`src/rtl/cs_pulse_clk_cal.sv`:
```
module cs_pulse_clk_cal #(
  parameter int MIN_CNT      = 16,
  parameter int MAX_CNT      = 64,
  parameter int PRESCALE     = 4,
  parameter int DEF_DIV      = 8,
  parameter int PERIOD_TICKS = 256
) (
  input  logic clk,
  input  logic rst_n,
  input  logic run_en,
  input  logic cal_arm,
  input  logic cs_n,
  output logic clk_tick,
  output logic period_strobe,
  output logic cal_valid,
  output logic calibrated
);
  localparam int CW   = $clog2(MAX_CNT + 2);
  localparam int DMAX = (MAX_CNT / PRESCALE > DEF_DIV) ? MAX_CNT / PRESCALE : DEF_DIV;
  localparam int DW   = $clog2(DMAX + 1);
  localparam int PW   = (PERIOD_TICKS > 1) ? $clog2(PERIOD_TICKS) : 1;

  logic          cs_s1, cs_s2, cs_d;
  logic          armed, meas_on;
  logic [CW-1:0] meas_cnt;
  logic [DW-1:0] div_q, pend_div, div_cnt;
  logic          pend;
  logic [PW-1:0] tick_cnt;

  wire cs_fall = cs_d & ~cs_s2;
  wire cs_rise = ~cs_d & cs_s2;
  wire in_win  = (meas_cnt >= CW'(MIN_CNT)) && (meas_cnt <= CW'(MAX_CNT));
  wire accept  = meas_on & cs_rise & in_win;

  assign clk_tick      = run_en && (div_cnt == div_q - DW'(1));
  assign period_strobe = clk_tick && (tick_cnt == PW'(PERIOD_TICKS - 1));

  always_ff @(posedge clk) begin
    if (!rst_n) begin
      cs_s1 <= 1'b1;
      cs_s2 <= 1'b1;
      cs_d  <= 1'b1;
    end else begin
      cs_s1 <= cs_n;
      cs_s2 <= cs_s1;
      cs_d  <= cs_s2;
    end
  end

  always_ff @(posedge clk) begin
    if (!rst_n) begin
      armed    <= 1'b0;
      meas_on  <= 1'b0;
      meas_cnt <= '0;
    end else begin
      if (cs_fall && armed) begin
        armed    <= 1'b0;
        meas_on  <= 1'b1;
        meas_cnt <= CW'(1);
      end else begin
        if (cal_arm) armed <= 1'b1;
        if (meas_on) begin
          if (cs_rise)                            meas_on  <= 1'b0;
          else if (meas_cnt != CW'(MAX_CNT + 1))  meas_cnt <= meas_cnt + CW'(1);
        end
      end
    end
  end

  always_ff @(posedge clk) begin
    if (!rst_n) begin
      cal_valid  <= 1'b0;
      calibrated <= 1'b0;
      pend       <= 1'b0;
      pend_div   <= DW'(DEF_DIV);
      div_q      <= DW'(DEF_DIV);
    end else begin
      cal_valid <= accept;
      if (accept) begin
        calibrated <= 1'b1;
        pend       <= 1'b1;
        pend_div   <= DW'(meas_cnt / CW'(PRESCALE));
      end else if (pend && (period_strobe || !run_en)) begin
        pend  <= 1'b0;
        div_q <= pend_div;
      end
    end
  end

  always_ff @(posedge clk) begin
    if (!rst_n || !run_en) begin
      div_cnt  <= '0;
      tick_cnt <= '0;
    end else if (clk_tick) begin
      div_cnt  <= '0;
      tick_cnt <= period_strobe ? '0 : tick_cnt + PW'(1);
    end else begin
      div_cnt <= div_cnt + DW'(1);
    end
  end
endmodule

```
`config.mk`:
```
export PLATFORM = sky130hd
export DESIGN_NAME = cs_pulse_clk_cal
export DESIGN_NICKNAME = d
export VERILOG_FILES = /design/src/rtl/cs_pulse_clk_cal.sv
export SDC_FILE = /design/constraint.sdc
export NUM_CORES = 1
export LEC_CHECK = 0
export ABC_AREA = 1
export ABC_CLOCK_PERIOD_IN_PS = 1790
export BUFFER_PORTS_ARGS = -buffer_cell sky130_fd_sc_hd__buf_4
export CORE_ASPECT_RATIO = 2
export CORE_UTILIZATION = 43
export DETAILED_ROUTE_END_ITERATION = 8
export HOLD_SLACK_MARGIN = 0.15
export PLACE_DENSITY = 0.6
export SLEW_MARGIN = 25
export SYNTH_ARGS = -nofsm -noshare
export SYNTH_HDL_FRONTEND = slang
export SYNTH_SLANG_ARGS = --single-unit
```
`constraint.sdc`:
```
create_clock -name clk -period 1.79 [get_ports clk]
set_input_delay 0.358 -clock clk [delete_from_list [all_inputs] [get_ports clk]]
set_output_delay 0.358 -clock clk [all_outputs]
set_load 0.03 [all_outputs]
```
== Yosys cells after proc, flatten, opt, wreduce, memory -nomap -nowiden ==
Index checks and enable logic that the tools add are counted.

* Bits of input ports: 5
* Word-level logic and storage cells: 60
* Output and inout port bits: 4
* Register bits: 38

* Reduce and logical (&&, ||, !) cells: 17
* Bitwise operators: 9
* Equality and inequality tests: 4
* Magnitude comparators: 2
* $add $sub $neg: 4
* Muxes and demuxes: 10

{| class="wikitable"
|+ Operators by type and width
! cell !! count
|-
| two-way mux 1 bit || 9
|-
| adder 8 x 1 -> 8 bit (second input constant) || 1
|-
| equality test 8 bit (second input constant) || 1
|-
| two-way mux 8 bit || 1
|-
| adder 7 x 1 -> 7 bit (second input constant) || 1
|-
| >= comparator 7 x 5 -> 1 bit (second input constant) || 1
|-
| less-or-equal comparator 7 bit (second input constant) || 1
|-
| != test 7 bit (second input constant) || 1
|-
| AND reduction 3 bit || 2
|-
| nonzero test 2 bit || 3
|-
| adder 5 x 1 -> 5 bit (second input constant) || 1
|-
| equality test 5 bit || 1
|-
| logical AND 1 bit || 5
|-
| inverter 1 bit || 5
|-
| subtractor 5 x 1 -> 5 bit (second input constant) || 1
|-
| AND 1 bit || 4
|-
| OR reduction 2 bit || 2
|-
| zero test 1 bit || 2
|-
| logical OR 1 bit || 2
|-
| != test 2 x 1 -> 1 bit (second input constant) || 1
|-
| AND reduction 2 bit || 1
|}

== Longest topological paths before layout ==
* Depth after elaboration: 8
* Mapped depth: 15
* Gate-level depth less buffers: 14

== Worst setup path before layout ==
No wires, ideal clock.

* Kind: register to output
* From: register div_q[0]
* To: output period_strobe
* Buffers on the path: 0
* Stages on the path, launching flop included: 10
* Data required time: 1432 ps
* Setup slack: -838 ps
* Arrival: 2270 ps
* Cell sequence: dfxtp_1 inv_2 ha_1 nand2_1 nand3_1 nor2_2 nand2_2 nor2_8 nand2_1 nor4_1

* Word-level cells in the longest chain between the ends: 4

{| class="wikitable"
|+ RTL lines
! what !! RTL line !! RTL
|-
| start: declaration || 26 || <nowiki>logic [DW-1:0] div_q, pend_div, div_cnt;</nowiki>
|-
| start signal: assignment || 76 || <nowiki>div_q <= DW'(DEF_DIV);</nowiki>
|-
| start signal: assignment || 85 || <nowiki>div_q <= pend_div;</nowiki>
|-
| subtractor 5 x 1 -> 5 bit || 35 || <nowiki>assign clk_tick = run_en && (div_cnt == div_q - DW'(1));</nowiki>
|-
| equality test 5 bit || 35 ||
|-
| logical AND 1 bit || 35 ||
|-
| via clk_tick || 13 || <nowiki>output logic clk_tick,</nowiki>
|-
| logical AND 1 bit || 36 || <nowiki>assign period_strobe = clk_tick && (tick_cnt == PW'(PERIOD_TICKS - 1));</nowiki>
|-
| end: declaration || 14 || <nowiki>output logic period_strobe,</nowiki>
|}

The timed path passes the listed nets, and every way through them passes these cells.

== Worst setup path after layout ==
* From: register div_q[1]
* To: output period_strobe

* Word-level cells in the longest chain between the ends: 4

{| class="wikitable"
|+ RTL lines
! what !! RTL line
|-
| subtractor 5 x 1 -> 5 bit || 35
|-
| equality test 5 bit || 35
|-
| logical AND 1 bit || 35
|-
| logical AND 1 bit || 36
|}

Every way passes these cells.

==> out/results.ini <==
[yosys]
synthTopCellsByArea=dfxtp_1, nand2_1, inv_1
async_flop_share_pct=0
synth_cell_types=30
synth_edf_count=0
synth_warnings=0
syn_inst=253
yosys.area.top_type_share_pct=41.0
mappedNetlistArea_um2=1860
synth_nets=264
avgSynthCellArea_um2=7.33
ys_ff_latch=38
synth_flop_cell=dfxtp_1
ys_seq_area_share_pct=41.0
yosys.area.top_type=dfxtp_1

[clocking]
clock_latency_ns=0.28
clk_pin_slew_worst_paths_ns=0.07
cts_made_buffers=5
ctsLongestPathBuffers=2
cts_root_buf=clkbuf_8
cts_tree=yes
clkSinkCount=38
h-tree-depth=2

[worst_setup_path]
cp_num_buf_inv=2
startpoint_type=flop
cpPeakStageDelay_ns=0.33
cp_common_cell=nand2_4
cp-startpoint=div_q[1]$_SDFFE_PN0P_
cpMaxStageDelayCell=dfxtp_2
crit_arrival_ns=1.74
r2r-start=div_q[1]$_SDFFE_PN0P_
required_ns=1.43
path_max_fanout=2
critPathCaptureType=primary output
crit_path_cell_trace=inv_2, ha_4, nand2_2, nand3_2, nor2_4, nand2_4, nor2_8, nand2_4, nor4_4, buf_4
critPathKind=reg2out
path_delay_family=simple AND/OR/NAND/NOR gates

[final_layout]
drive_gt1_share_pct=23.5
finalInstanceArea_um2=2300
final_common_cell=nand2_1
finish.net_count=291
areaGrowthSynthToFinish_pct=24.2
stdcell_count=333
antennaDiodeCount=0
fill_cells=402
layout_common_cells=nand2_1, dfxtp_1, inv_1
fin_util_pct=55.8

[status]
status=finished, violations left
violations=setup timing

[power_and_ir_drop]
p_int_mw=1.19
combPwrFrac_pct=4.6
power_switching_mw=0.329
ir_drop_mv=0.569
pwr-share-seq_pct=56.6
p_clk_share_pct=38.8
power.total_mw=1.52
switching_share_pct=21.7
cellPowerDensity_nw_per_um2=659
leakage_nw=1.00

[global_routing]
grt_usage_pct=17.7
grt_pass1_wl_mm=6.27
grt_pass1_vias=1494
antenna_found_initial=0
grt_max_degree=18
overflow=0

[timing]
period_needed_ns=2.10
fin_skew_ns=0.00962
holdWs_ns=0.261
finalCritPeriodShare_pct=117
hold_viol=0
max_freq_mhz=476
setup_viol=11
tightest_slew_ns=0.383
slew_headroom_pct=74.4
drv_slew=0
grt_setup_unrepaired=true
layout_setup_ws_ns=-0.309

[routing]
drt-vias-per-instance=4.88
wl_mm=3.75
wl_per_cell_um=11.3
first_pass_iters=4
drtAntennaViolNets=0
num_vias=1624
first_iter_violations=19
drc_errors=0

[hold_path]
hp-start=cs_n
hp-class=in2reg

[floorplan]
die_w_um=48.5
num_io_pins=9
std_cell_rows=33
initial_core_util_pct=44.9
coreArea_um2=4130
dieArea_um2=4600
dieHeight_um=94.9

[place]
dpl_cell_area_um2=2060
place_inst=318
port_buffers=8
dp_hpwl_mm=2.78
routabilityCongestion=0.811

[job]
maxCapViolCount=0

cell type report:
| type | count | area [um^2] | area share (%) |
|---|---|---|---|
| Timing Repair Buffer | 24 | 199 | 8.63 |
| Tap cell | 52 | 65.1 | 2.82 |
| Sequential cell | 38 | 763 | 33.1 |
| Inverter | 35 | 131 | 5.70 |
| Clock buffer | 7 | 86.3 | 3.75 |
| Multi-Input combinational cell | 176 | 1050 | 45.8 |
| Clock inverter | 1 | 5.00 | 0.217 |
sequential cells by signal, indices dropped and copies added, names as in the netlist:
register    count
cs_s2           1
pend_div        5
tick_cnt        8
armed           1
div_cnt         5
cs_s1           1
calibrated      1
cal_valid       1
meas_cnt        7
cs_d            1
meas_on         1
div_q           5
pend            1
through the flow:
step,setup TNS (ns),setup slack [ns]
final,-1.14,-0.309
after global routing,-2.53,-0.404
after CTS,-0.609,-0.313
after detailed placement,-0.492,-0.175
after global placement,-0.413,-0.148
after floorplan,-0.319,-0.319
logic make-up after synthesis:
family	Yosys count	share of synthesized area (%)
XOR/XNOR	6	2.83
adder cells (fa/ha/maj)	6	4.05
AND/OR/NAND/NOR	125	32.1
flip-flops	38	41.0
buffers and inverters	40	8.63
AO/OA/AOI/OAI	38	11.4
power groups by stage:
stage | Clock, mW | Sequential, mW | Combinational [mW]
floorplan | 0 | 0.879 | 0.0424
global placement | 0 | 0.880 | 0.0616
detailed placement | 0 | 0.880 | 0.0626
CTS | 0.614 | 0.860 | 0.0640
global route | 0.649 | 0.862 | 0.0787
finish | 0.590 | 0.861 | 0.0698
cells in the mapped netlist, types with 5 or more instances:
master   number
nand2_1      53
dfxtp_1      38
inv_1        30
nor2_1       26
a21oi_1      21
nand3_1      21
o21ai_0      11
ha_1          6
xor2_1        6
inv_2         5
nand2_2       5
nand4_1       5
worst register-to-register path, stage by stage (launching register included):
cell and delay [ns]:
dfxtp_2 0.33, inv_2 0.05, ha_4 0.23, nand2_2 0.06, nand3_2 0.07, nor2_4 0.14
nand2_4 0.07, nor2_8 0.12, buf_4 0.12, buf_8 0.10, buf_6 0.11, nand2_8 0.07
nand2_8 0.10, nand2_1 0.05, nand2_1 0.06, nand3_1 0.06
metal layers:
| metal | vias to the layer above | global-route usage (%) | routed length [um] |
|---|---|---|---|
| li1 | 869 | - | - |
| met1 | 740 | 16.6 | 1470 |
| met2 | 9 | 35.6 | 2140 |
| met3 | 6 | 2.90 | 48 |
| met4 | 0 | 9.31 | 93 |
| met5 | - | 0 | 0 |
worst paths after layout:
path / end / slack, ns / cells after the start
max: period_strobe / -0.31 / 10
min: cs_s1$_SDFF_PN1_ / 0.26 / 2
max reg2reg: div_q[3]$_SDFFE_PN1P_ / -0.08 / 15
min reg2reg: cs_s2$_SDFF_PN1_ / 0.42 / 1
timing repair:
action                                  CTS  global route
pin swaps                                 6             6
gates cloned                              0             1
hold buffers                              0             0
endpoints found under the setup margin    7            14
buffers inserted                          1             5
resized for setup                         3            21
hold endpoints to repair                  0             0
(Power assumes the default switching activity.)
